<file path="src/rtl/rsec_pkg.sv">
package rsec_pkg;
    localparam int SYM_W      = 16;
    localparam int DATA_LANES = 8;
    localparam int LANES      = DATA_LANES + 1;
    localparam int POS_W      = $clog2(LANES);
    localparam logic [SYM_W-1:0] POLY_LOW = 16'h100B;
    localparam logic [SYM_W-1:0] ROOT     = 16'hEA60;

    typedef logic [SYM_W-1:0] sym_t;
    typedef sym_t [LANES-1:0] word_t;

    typedef enum logic [1:0] {
        OP_ENCODE = 2'd0,
        OP_CHECK  = 2'd1,
        OP_REPAIR = 2'd2,
        OP_SPARE  = 2'd3
    } op_e;

    typedef enum logic [1:0] {
        ST_IDLE,
        ST_SYND,
        ST_SCALE,
        ST_DONE
    } state_e;

    typedef struct packed {
        logic err;
        logic fixed;
        logic clean;
    } flags_t;

    function automatic sym_t gf_mul(input sym_t a, input sym_t b);
        sym_t p;
        sym_t x;
        p = '0;
        x = a;
        for (int i = 0; i < SYM_W; i++) begin
            if (b[i]) p = p ^ x;
            x = x[SYM_W-1] ? ((x << 1) ^ POLY_LOW) : (x << 1);
        end
        return p;
    endfunction

    function automatic sym_t gf_inv(input sym_t a);
        sym_t r;
        sym_t base;
        logic [SYM_W-1:0] ex;
        r    = 16'h0001;
        base = a;
        ex   = 16'hFFFE;
        for (int i = 0; i < SYM_W; i++) begin
            if (ex[i]) r = gf_mul(r, base);
            base = gf_mul(base, base);
        end
        return r;
    endfunction

    localparam sym_t ROOT_INV = gf_inv(ROOT);
endpackage

</file>
<file path="src/rtl/rsec_gf_scale.sv">
module rsec_gf_scale
    import rsec_pkg::*;
#(
    parameter sym_t K = 16'h0001
) (
    input  sym_t x,
    output sym_t y
);
    assign y = gf_mul(x, K);
endmodule

</file>
<file path="src/rtl/rsec_lane_fix.sv">
module rsec_lane_fix
    import rsec_pkg::*;
(
    input  word_t            in_word,
    input  logic             apply,
    input  logic [POS_W-1:0] pos,
    input  sym_t             value,
    output word_t            out_word
);
    for (genvar i = 0; i < LANES; i++) begin : g_lane
        assign out_word[i] = (apply && (pos == POS_W'(i))) ? (in_word[i] ^ value) : in_word[i];
    end
endmodule

</file>
<file path="src/rtl/rsec_erasure_codec.sv">
module rsec_erasure_codec
    import rsec_pkg::*;
(
    input  logic                        clk,
    input  logic                        rst,
    input  logic                        req_valid,
    output logic                        req_ready,
    input  logic [1:0]                  req_op,
    input  logic [DATA_LANES*SYM_W-1:0] req_data,
    input  logic [SYM_W-1:0]            req_check,
    input  logic                        req_erase,
    input  logic [POS_W-1:0]            req_pos,
    output logic                        rsp_valid,
    input  logic                        rsp_ready,
    output logic [DATA_LANES*SYM_W-1:0] rsp_data,
    output logic [SYM_W-1:0]            rsp_check,
    output logic [SYM_W-1:0]            rsp_syndrome,
    output logic                        rsp_err,
    output logic                        rsp_fixed,
    output logic                        rsp_clean
);
    state_e           state_q;
    op_e              op_q;
    word_t            syms_q;
    word_t            syms_in;
    word_t            syms_fixed;
    logic             erase_q;
    logic [POS_W-1:0] pos_q;
    logic [POS_W-1:0] idx_q;
    logic [POS_W-1:0] cnt_q;
    sym_t             acc_q;
    sym_t             acc_scaled;
    sym_t             acc_next;
    sym_t             lane_in;
    sym_t             ev_q;
    sym_t             ev_scaled;
    sym_t             syn_q;
    flags_t           flags_q;
    logic             accept;
    logic             fix_now;

    assign req_ready = (state_q == ST_IDLE) || ((state_q == ST_DONE) && rsp_ready);
    assign accept    = req_valid && req_ready;
    assign fix_now   = (state_q == ST_SCALE) && (cnt_q == '0);

    always_comb begin
        syms_in[0] = req_check;
        for (int i = 1; i < LANES; i++) begin
            syms_in[i] = req_data[(i-1)*SYM_W +: SYM_W];
        end
        for (int i = 1; i < LANES; i++) begin
            rsp_data[(i-1)*SYM_W +: SYM_W] = syms_q[i];
        end
    end

    always_comb begin
        lane_in = syms_q[idx_q];
        if ((idx_q == '0) && (op_q == OP_ENCODE)) lane_in = '0;
    end

    rsec_gf_scale #(.K(ROOT)) u_root_step (
        .x (acc_q),
        .y (acc_scaled)
    );

    rsec_gf_scale #(.K(ROOT_INV)) u_inv_step (
        .x (ev_q),
        .y (ev_scaled)
    );

    assign acc_next = acc_scaled ^ lane_in;

    rsec_lane_fix u_fix (
        .in_word  (syms_q),
        .apply    (fix_now),
        .pos      (pos_q),
        .value    (ev_q),
        .out_word (syms_fixed)
    );

    always_ff @(posedge clk) begin
        if (rst) begin
            state_q <= ST_IDLE;
            op_q    <= OP_CHECK;
            syms_q  <= '0;
            erase_q <= 1'b0;
            pos_q   <= '0;
            idx_q   <= '0;
            cnt_q   <= '0;
            acc_q   <= '0;
            ev_q    <= '0;
            syn_q   <= '0;
            flags_q <= '0;
        end else begin
            case (state_q)
                ST_SYND: begin
                    acc_q <= acc_next;
                    if (idx_q == '0) begin
                        if (op_q == OP_ENCODE) begin
                            syms_q[0] <= acc_next;
                            state_q   <= ST_DONE;
                        end else begin
                            syn_q       <= acc_next;
                            flags_q.err <= (acc_next != '0);
                            if ((op_q == OP_REPAIR) && erase_q) begin
                                if (acc_next != '0) begin
                                    ev_q    <= acc_next;
                                    cnt_q   <= pos_q;
                                    state_q <= ST_SCALE;
                                end else begin
                                    flags_q.clean <= 1'b1;
                                    state_q       <= ST_DONE;
                                end
                            end else begin
                                state_q <= ST_DONE;
                            end
                        end
                    end else begin
                        idx_q <= idx_q - 1'b1;
                    end
                end
                ST_SCALE: begin
                    if (fix_now) begin
                        syms_q        <= syms_fixed;
                        flags_q.fixed <= 1'b1;
                        state_q       <= ST_DONE;
                    end else begin
                        ev_q  <= ev_scaled;
                        cnt_q <= cnt_q - 1'b1;
                    end
                end
                ST_DONE: begin
                    if (rsp_ready) state_q <= ST_IDLE;
                end
                default: ;
            endcase
            if (accept) begin
                state_q <= ST_SYND;
                op_q    <= op_e'(req_op);
                syms_q  <= syms_in;
                erase_q <= req_erase && (req_pos < POS_W'(LANES));
                pos_q   <= req_pos;
                idx_q   <= POS_W'(LANES - 1);
                acc_q   <= '0;
                syn_q   <= '0;
                flags_q <= '0;
            end
        end
    end

    assign rsp_valid    = (state_q == ST_DONE);
    assign rsp_check    = syms_q[0];
    assign rsp_syndrome = syn_q;
    assign rsp_err      = flags_q.err;
    assign rsp_fixed    = flags_q.fixed;
    assign rsp_clean    = flags_q.clean;
endmodule

</file>
<file path="config.mk">
export PLATFORM = sky130hd
export DESIGN_NAME = rsec_erasure_codec
export DESIGN_NICKNAME = d
export VERILOG_FILES = /design/src/rtl/rsec_pkg.sv /design/src/rtl/rsec_gf_scale.sv /design/src/rtl/rsec_lane_fix.sv /design/src/rtl/rsec_erasure_codec.sv
export SDC_FILE = /design/constraint.sdc
export NUM_CORES = 1
export LEC_CHECK = 0
export BUFFER_PORTS_ARGS = -buffer_cell sky130_fd_sc_hd__buf_2
export CAP_MARGIN = 5
export CELL_PAD_IN_SITES_DETAIL_PLACEMENT = 1
export CELL_PAD_IN_SITES_GLOBAL_PLACEMENT = 1
export CORE_ASPECT_RATIO = 0.7
export CORE_MARGIN = 2
export CORE_UTILIZATION = 40
export DETAILED_ROUTE_END_ITERATION = 7
export PLACE_DENSITY = 0.86
export SYNTH_ARGS = -nofsm -noshare
export SYNTH_HDL_FRONTEND = slang
export SYNTH_SLANG_ARGS = --single-unit
</file>
<file path="constraint.sdc">
create_clock -name clk -period 4.25 [get_ports clk]
set_input_delay 0.6375 -clock clk [delete_from_list [all_inputs] [get_ports clk]]
set_output_delay 0.6375 -clock clk [all_outputs]
set_load 0.005 [all_outputs]
</file>
==> metrics.yaml, run 1 <==
finish:
  syn2layout_area_growth_pct: 22.40
  drive_gt1_frac: 0.2637
  nets: 1959
  mostFrequentLayoutCell: "buf_2"
  fill_cells: 3870
  final_core_util: 0.4952
  layout_common_cells: "318 x buf_2, 210 x dfxtp_1, 191 x nor2_1"
sta:
  slew_violations: 0
  skew_ps: 24.09
  worst_slew_pin_slew_ps: 1196
  fin_crit_ps: 3909
  rsz0062_at_grt: "no"
  finalCritPeriodShare: 0.9198
  max_slew_margin: 0.2028
  fmax_mhz: 255.8
  setup_tns_ps: 0
  finalSetupViolCount: 0
  final_hold_viol_count: 0
routing:
  via_count: 13940
  avgViaCountPerCell: 6.217
  drt-total-wl_microns: 60560
  final_antenna_net_count: 0
  wl_per_cell_microns: 27.00
  drc: 0
  drt_first_iter_violations: 1427
  dr.pass1.iters: 5
power:
  pwr-share-clk: 0.126
  comb_power_share: 0.675
  power_mw: 18.65
  irDropWorstVdd_mv: 0.9010
  p_leak_nw: 6.241
  p_sw_mw: 9.716
  intPower_mw: 8.937
  power_density_nw_per_um2: 1172
  p_sw_frac: 0.5209
  p_seq_frac: 0.199
global_routing:
  grt_max_degree: 136
  grtUsageMet3: 0.07709
  gr-total-overflow: 0
  met1_usage: 0.4900
  grt.total_usage: 0.3482
  grt_pass1_wl_microns: 88800
  antenna_found_initial: 2
  grt.busiest_layer: "met2"
  grt_pass1_vias: 13630
  grt_use_met2: 0.5205
logic_synthesis:
  synth_top_area_share: 0.3264
  yosys.area_share.simple: 0.1671
  ys_warn_count: 0
  synth-xor-area-share: 0.1598
  ys_seq_area_frac: 0.3264
  synthesis.instances: 1531
  ys_seq_elements: 212
  synth.distinct_cells: 63
  synth-edff-count: 0
  synthAdderAreaFrac: 0.008661
  synth_largest_area_cell: "dfxtp_1"
  synth_compound_area_frac: 0.2118
  async_flop_share: 0
  synth.avg_cell_area_sq_um: 8.493
  synth_area_sq_um: 13000
  synth_ff_type: "dfxtp_1"
  synthMuxAreaShare: 0.07554
  synth_area_leaders: "dfxtp_1 33%, xnor2_1 8.6%, a311oi_1 6.7%, xor2_1 5.7%, nor2_1 5.5%"
  synth_top_family_by_area: "compound AO/OA/AOI/OAI gates"
  syn_nets: 1695
setup_path:
  cp_slowest_cell: "xnor2_1"
  crit_path_end_kind: "flip-flop"
  cp_num_buf_inv: 1
  crit_required_ps: 4640
  path_cells: "inv_2, ha_1, or4b_1, nand2_1, o21ai_0, xnor2_1, nand4b_1, a211oi_2, nand3_1, nand2_1, a211oi_1"
  slowest_delay_ps: 490
  path_common_cell: "nand2_1"
  cp.arrival_ps: 4300
  crit_path_max_fanout: 12
  worstSetupPathType: "flip-flop to flip-flop"
  cp_top_family: "simple AND/OR/NAND/NOR gates"
  cp-start-kind: "flip-flop"
floorplan:
  rows: 55
  start_util: 0.4046
  die-area_sq_um: 33990
  dieHeight_microns: 154.8
  io_pins: 320
  coreArea_sq_um: 32140
  fp.dieW_microns: 219.5
place:
  portBuffers: 319
  dp_hpwl_microns: 44650
  gp_congestion: 1.018
clock_tree:
  postCtsHoldBufs: 0
  htree_num_levels: 1
  clock_sinks: 212
  cts.repair.resized: 0
  cts_tree: "yes"
  clockBufferDepth: 3
  clk_pin_slew_ps: 60
  cts_post_setup_buffers_inserted: 0
  cts_made_buffers: 25
  clock_latency_ps: 570
  cts_root_buf: "clkbuf_16"
flow_run:
  cap_violations: 0
worst_hold_path:
  min_path_type: "input port to flip-flop"
run_status:
  outcome: "finished, final reports clean"
## metrics by stage
stage	hold slack, ps	std cells	area, sq um	setup slack (ps)
6_report	346.2	2243	15920	340.7
3_3_place_gp	447.0	2195	15050	739.0
2_1_floorplan	436.5	1531	13000	828.6
3_5_place_dp	450.8	2195	15050	547.4
4_1_cts	331.6	2240	15910	505.6
5_1_grt	346.1	2242	15910	79.53
## cell usage after synthesis, types with 3 or more instances
cell type  number
o21ai_0       100
o211a_1         4
or2_2           3
buf_2          14
a211oi_2        7
o221ai_1        3
xor2_1         85
a21oi_1        51
xnor3_1         8
mux2i_1        25
xnor2_1       127
inv_1          18
buf_1           9
nand3_1        62
nor2b_1         8
a311oi_1       99
or3_1          68
nand2_1        90
mux2_2          6
buf_6           3
nor3_1         16
clkbuf_1      114
and2_1          8
ha_1            9
mux4_2         29
o211ai_1        4
a211oi_1       95
o21ai_1        10
a31oi_1         5
dfxtp_1       212
and3_1          8
nor2_1        192
## power groups by stage
stage	clock [mW]	sequential, mW	combinational, mW
floorplan	0	3.18	7.85
global placement	0	3.68	11.8
detailed placement	0	3.69	12.1
CTS	2.36	3.66	12.2
global route	2.43	3.75	13.2
finish	2.35	3.71	12.6
## path summary, 6_finish.rpt
path	from	end	slack, ps	cells after the start
worst min-delay path	req_op[0]	op_q[0]	350	3
worst max-delay path	idx_q[0]	ev_q[0]	340	11
worst min register to register	rsp_syndrome[9]	rsp_syndrome[9]	460	2
worst max register to register	idx_q[0]	ev_q[0]	340	11
## flip-flops by register name, summed over array words and instances, names as in the netlist, 4 cells and up
register / flops
acc_q: 16
cnt_q: 4
ev_q: 16
idx_q: 4
pos_q: 4
rsp_check: 16
rsp_data: 128
rsp_syndrome: 16
## layer usage
metal  vias to the layer above  part of all wire
met4                         0             0.038
li1                       6075                 -
met3                       147              0.10
met2                       807              0.43
met5                         -                 0
met1                      6915              0.43
## worst reg2reg max path: cells and delay by family (launching register included)
| kind | cells | cell delay, ps |
|---|---|---|
| buf+inv | 1 | 200 |
| compound gates | 3 | 660 |
| xor+xnor | 1 | 490 |
| fa+ha+maj | 1 | 240 |
| simple gates | 5 | 1720 |
| flops | 1 | 420 |
## cell families (layout without fill, tap and decap cells)
logic type,Yosys count,after routing
other,0,3
DFF,212,212
xor gates and xnor gates,222,222
buffers and inverters,163,445
adders and majority gates,9,9
AOI/OAI and AO/OA,395,395
and+or+nand+nor,469,469
muxes,61,61
## cell type report
| type | instances | area, sq um | share of cell area |
|---|---|---|---|
| well taps | 427 | 534.3 | 0.03357 |
| repair buffers | 379 | 2062 | 0.1296 |
| flip-flops and latches | 212 | 4247 | 0.2668 |
| inverters | 21 | 78.83 | 0.004953 |
| diodes | 3 | 7.507 | 0.0004717 |
| clock buffers | 34 | 699.4 | 0.04395 |
| clock inverters | 11 | 162.7 | 0.01022 |
| multi-input cells | 1156 | 8124 | 0.5105 |
Power figures use the tool's default switching activity.
==> run 2, diff against run 1 <==
--- a/config.mk
+++ b/config.mk
@@ -16,2 +16,3 @@
 export PLACE_DENSITY = 0.86
+export SLEW_MARGIN = 20
 export SYNTH_ARGS = -nofsm -noshare
==> constraint.sdc (replaced) <==
create_clock -name clk -period 4.25 [get_ports clk]
set_input_delay 0.2125 -clock clk [delete_from_list [all_inputs] [get_ports clk]]
set_output_delay 0.2125 -clock clk [all_outputs]
set_load 0.005 [all_outputs]
==> run 2 against run 1 <==
Compared with the run above:
- via count is 3.7% higher
- global-route usage up 1.7 points
- cell area is 4.6% higher
- first-iteration DRC count increased by 9.4%
- critical path depth increased by 1
- combinational power about the same
- sequential cell count stayed put
- register-to-register slack gained 150 ps
- clock skew down 6.8 ps
- highest routed layer is now met5
==> metrics.yaml, run 2 (synthesis results as in run 1) <==
run_status:
  outcome: "finished, final reports clean"
global_routing:
  antenna_found_initial: 4
  grt_pass1_vias: 14620
  gr-total-overflow: 0
  grt.total_usage: 0.3649
  grt_max_degree: 138
  grt_pass1_wl_microns: 93090
routing:
  drc: 0
  drt-total-wl_microns: 63260
  final_antenna_net_count: 0
  dr.pass1.iters: 7
  avgViaCountPerCell: 6.244
  via_count: 14460
  wl_per_cell_microns: 27.33
  drt_first_iter_violations: 1561
sta:
  fmax_mhz: 265.7
  worst_slew_pin_slew_ps: 1044
  setup_tns_ps: 0
  final_hold_viol_count: 0
  finalSetupViolCount: 0
  finalCritPeriodShare: 0.8857
  max_slew_margin: 0.3026
  rsz0062_at_grt: "no"
  whs_ps: 6.161
  setup_slack_ps: 485.9
  skew_ps: 17.27
  fin_crit_ps: 3764
  slew_violations: 0
place:
  gp_congestion: 0.9880
  pre_cts_slack_ps: 628.0
  dpl_cell_area_sq_um: 14990
  portBuffers: 319
  dp_hpwl_microns: 44250
setup_path:
  cp-endpoint: "ev_q[2]"
  worstSetupPathType: "flip-flop to flip-flop"
  reg2reg_to: "ev_q[2]"
  r2r_start: "idx_q[0]"
  crit_required_ps: 4690
  crit_path_end_kind: "flip-flop"
  cp.arrival_ps: 4200
  cp-start-kind: "flip-flop"
  critPathLaunch: "idx_q[0]"
  rrSetupSlack_ps: 490
  rr_worst_depth: 12
  crit_path_max_fanout: 12
floorplan:
  fp.dieW_microns: 219.5
  coreArea_sq_um: 32140
  dieHeight_microns: 154.8
  die-area_sq_um: 33990
  start_util: 0.4046
  io_pins: 320
  rows: 55
finish:
  syn2layout_area_growth_pct: 28.00
  nets: 2036
  mostFrequentLayoutCell: "buf_2"
  layout_common_cells: "318 x buf_2, 210 x dfxtp_1, 191 x nor2_1"
  final_area_sq_um: 16640
  fill_cells: 3834
  final_core_util: 0.5179
  drive_gt1_frac: 0.2481
  largest_reg_flops: 128
power:
  p_leak_nw: 6.519
  power_density_nw_per_um2: 1110
  irDropWorstVdd_mv: 0.7436
flow_run:
  cap_violations: 0
clock_tree:
  htree_num_levels: 1
  clock_latency_ps: 540
  cts.repair.resized: 0
  clock_sinks: 212
  cts_tree: "yes"
  clockBufferDepth: 3
  clk_pin_slew_ps: 70
  cts_made_buffers: 23
  cts_post_setup_buffers_inserted: 0
  cts_root_buf: "clkbuf_16"
  postCtsHoldBufs: 88
worst_hold_path:
  min_path_type: "input port to flip-flop"
## run 2: cell types whose count changed in the layout (fill, tap and decap cells not counted), moves of 2 or more
cell	change
bufinv_16	-2
inv_6	-2
dlygate4sd3_1	+88
clkbuf_16	-2
clkinv_4	+2
buf_4	-10
clkbuf_8	+2
clkbuf_1	-4
## run 2: critical path, cell delays in order (launching register included)
cell      delay, ps
dfxtp_2         430
inv_2           200
ha_1            230
or4b_1          490
nand2_1         330
o21ai_0         210
xor2_1          280
mux2i_1         360
and4bb_4        350
nand3_1         150
buf_4           220
o2111a_1        160
a211oi_2        250
## run 2: power by group
group          leakage, nW  total (mW)  switching [mW]  internal, mW
logic                 4.39        12.5            7.70          4.85
registers             1.75        3.80            1.15          2.65
clock network        0.384        2.13           0.912          1.21
## run 2: stage by stage
step	total power, mW	instances
floorplan	11.03	1531
global placement	15.43	2186
detailed placement	15.69	2186
CTS	17.98	2313
global route	19.21	2315
finish	18.47	2315
## run 2: final cells by class
| type | count | area (sq um) | share of cell area |
|---|---|---|---|
| diodes | 2 | 5.005 | 0.0003007 |
| repair buffers | 458 | 2888 | 0.1735 |
| inverters | 21 | 78.83 | 0.004736 |
| well taps | 427 | 534.3 | 0.03210 |
| clock buffers | 30 | 661.9 | 0.03977 |
| multi-input cells | 1156 | 8127 | 0.4883 |
| flip-flops and latches | 212 | 4247 | 0.2551 |
| clock inverters | 9 | 102.6 | 0.006164 |
## run 2: worst min path at each step
stage | cells past startpoint | to | from | slack [ps]
after floorplan | 2 | op_q[0] | req_op[0] | 340
after global placement | 3 | op_q[0] | req_op[0] | 440
after detailed placement | 3 | op_q[0] | req_op[0] | 440
after CTS | 3 | rsp_data[105] | req_data[105] | 0.8
after global routing | 3 | rsp_data[1] | req_data[1] | 20
final | 3 | rsp_data[1] | req_data[1] | 6
## run 2: layer usage
metal | wire length [microns] | GRT usage
met3 | 6862 | 0.08456
met4 | 2955 | 0.1554
met1 | 26200 | 0.5017
met2 | 27230 | 0.5469
met5 | 18 | 0
==> run 3, diff against run 2 <==
Settings changed: CORE_UTILIZATION 40 to 25, PLACE_DENSITY 0.86 to 0.6.
Clock period 4.25 ns to 4 ns, I/O delays scaled along.
==> run 3 against run 2 <==
Compared with the run above:
- first-iteration DRC count is 20% lower
- largest power group unchanged
- global-route usage fell by 11 points
- highest routed layer is now met4
- critical path type unchanged
- sequential cell count did not move
- non-clock buffer count increased by 50
- critical endpoint is now ev_q[10]
- die area rose by 59%
- via count is 3.5% lower
- count of clock-buffer cells in the layout increased by 4
- sequential share of layout area shrank 1.3 points
==> metrics.yaml, run 3 (synthesis results as in run 1) <==
routing:
  drt_first_iter_violations: 1243
  final_antenna_net_count: 0
  drt-total-wl_microns: 69510
  wl_per_cell_microns: 26.58
  drc: 0
  dr.pass1.iters: 5
  via_count: 13950
  avgViaCountPerCell: 5.335
finish:
  syn2layout_area_growth_pct: 34.68
  fill_cells: 6018
  final-seq-area_sq_um: 4247
  layout_common_cells: "318 x buf_2, 210 x dfxtp_1, 191 x nor2_1"
  multi_input_comb_area_sq_um: 8139
  drive_gt1_frac: 0.2479
  largest_reg_flops: 128
  mostFrequentLayoutCell: "buf_2"
  nets: 2088
setup_path:
  cp-start-kind: "flip-flop"
  cp_num_buf_inv: 2
  reg2reg_to: "ev_q[10]"
  crit_path_end_kind: "flip-flop"
  cp.arrival_ps: 4240
  cp-endpoint: "ev_q[10]"
  rr_worst_depth: 12
  cp_top_family: "simple AND/OR/NAND/NOR gates"
  r2r_start: "idx_q[0]"
  crit_required_ps: 4430
  crit_path_max_fanout: 19
  path_depth: 12
  path_cells: "inv_2, ha_1, or4b_1, nand2_1, o21ai_0, xnor2_1, nand4b_1, a211oi_2, and3_1, buf_4, nor2_1, o211a_1"
  critPathLaunch: "idx_q[0]"
  rrSetupSlack_ps: 190
  worstSetupPathType: "flip-flop to flip-flop"
  slowest_delay_ps: 510
  cp_slowest_cell: "dfxtp_2"
clock_tree:
  clockBufferDepth: 3
  cts_post_setup_buffers_inserted: 0
  clock_sinks: 212
  cts_root_buf: "clkbuf_16"
  clock_latency_ps: 580
  cts_tree: "yes"
  cts_made_buffers: 25
  htree_num_levels: 1
  clk_pin_slew_ps: 60
place:
  dp_hpwl_microns: 52210
  gp_congestion: 0.9586
  portBuffers: 319
sta:
  whs_ps: 7.399
  slew_violations: 0
  setup_tns_ps: 0
  finalCritPeriodShare: 0.9526
  fmax_mhz: 262.4
  final_hold_viol_count: 0
  max_slew_margin: 0.3271
  finalSetupViolCount: 0
  rsz0062_at_grt: "no"
  fin_crit_ps: 3811
  worst_slew_pin_slew_ps: 1007
  skew_ps: 39.83
floorplan:
  io_pins: 320
  coreArea_sq_um: 51020
  die-area_sq_um: 53880
  rows: 69
  fp.dieW_microns: 276.6
  start_util: 0.2548
  dieHeight_microns: 194.8
worst_hold_path:
  min_path_type: "input port to flip-flop"
  worstHoldStart: "req_data[120]"
global_routing:
  gr-total-overflow: 0
  grt.total_usage: 0.2519
  grt_max_degree: 101
  grt_pass1_vias: 14090
  grt_pass1_wl_microns: 100600
  antenna_found_initial: 3
power:
  p_leak_nw: 6.769
  irDropWorstVdd_mv: 0.6550
  power_density_nw_per_um2: 1166
flow_run:
  cap_violations: 0
run_status:
  outcome: "finished, final reports clean"
[run 3: cell types whose count changed in the layout (fill, tap and decap cells not counted), moves of 2 or more]
cell | before | now
buf_4 | 50 | 59
clkbuf_1 | 1 | 5
clkbuf_16 | 23 | 25
clkbuf_8 | 6 | 4
clkinv_4 | 2 | 0
dlygate4sd3_1 | 88 | 128
nand2_1 | 89 | 87
nand2_2 | 0 | 2
[run 3: worst min path at each step]
| stage | end | slack, ps | cells past startpoint |
|---|---|---|---|
| floorplan | op_q[0] | 320 | 2 |
| global placement | rsp_syndrome[14] | 440 | 2 |
| detailed placement | rsp_syndrome[14] | 460 | 2 |
| CTS | rsp_data[1] | 0.05 | 3 |
| global route | rsp_data[1] | 10 | 3 |
| finish | rsp_data[120] | 7 | 3 |
[run 3: through the flow]
| step | util | std cells | cell area (sq um) | worst slack [ps] | total power [mW] |
|---|---|---|---|---|---|
| detailed placement | 0.3017 | 2443 | 15390 | 277.6 | 17.56 |
| finish | 0.3432 | 2615 | 17510 | 189.4 | 20.43 |
| global route | 0.3432 | 2614 | 17510 | 30.94 | 21.51 |
| global placement | 0.3017 | 2443 | 15390 | 361.5 | 17.46 |
| CTS | 0.3430 | 2614 | 17500 | 237.7 | 20.20 |
| floorplan | - | 1531 | 13000 | 578.6 | 11.72 |
[run 3: report_power, final]
part           switching, mW  internal, mW  total (mW)
sequential              1.21          2.81        4.02
clock                   1.03          1.41        2.44
combinational           8.70          5.26        14.0
total                   10.9          9.48        20.4
[run 3: worst register-to-register path, stage by stage, from the launching register on]
cell	delay, ps
dfxtp_2	510
inv_2	130
ha_1	220
or4b_1	480
nand2_1	320
o21ai_0	190
xnor2_1	420
nand4b_1	250
a211oi_2	420
and3_1	250
buf_4	170
nor2_1	90
o211a_1	220
[run 3: layout make-up]
type,count,area share
flip-flops and latches,212,0.2425
multi-input cells,1156,0.4648
clock inverters,9,0.007216
well taps,674,0.04816
inverters,21,0.004501
diodes,1,0.0001429
clock buffers,34,0.03994
repair buffers,508,0.1928
[run 3: repair_timing]
| item | CTS | global route |
|---|---|---|
| hold endpoints to repair | 128 | 0 |
| hold buffers | 128 | 0 |
| gates resized for setup | 0 | 1 |
| setup endpoints to repair | 0 | 3 |
[run 3: routing by layer]
layer / global-route usage / routed length, microns / vias up
met5: 0 / 0 / -
met4: 0.05606 / 1530 / 0
met3: 0.05998 / 5476 / 81
met2: 0.3862 / 30230 / 545
met1: 0.3563 / 32270 / 6999
li1: - / - / 6325
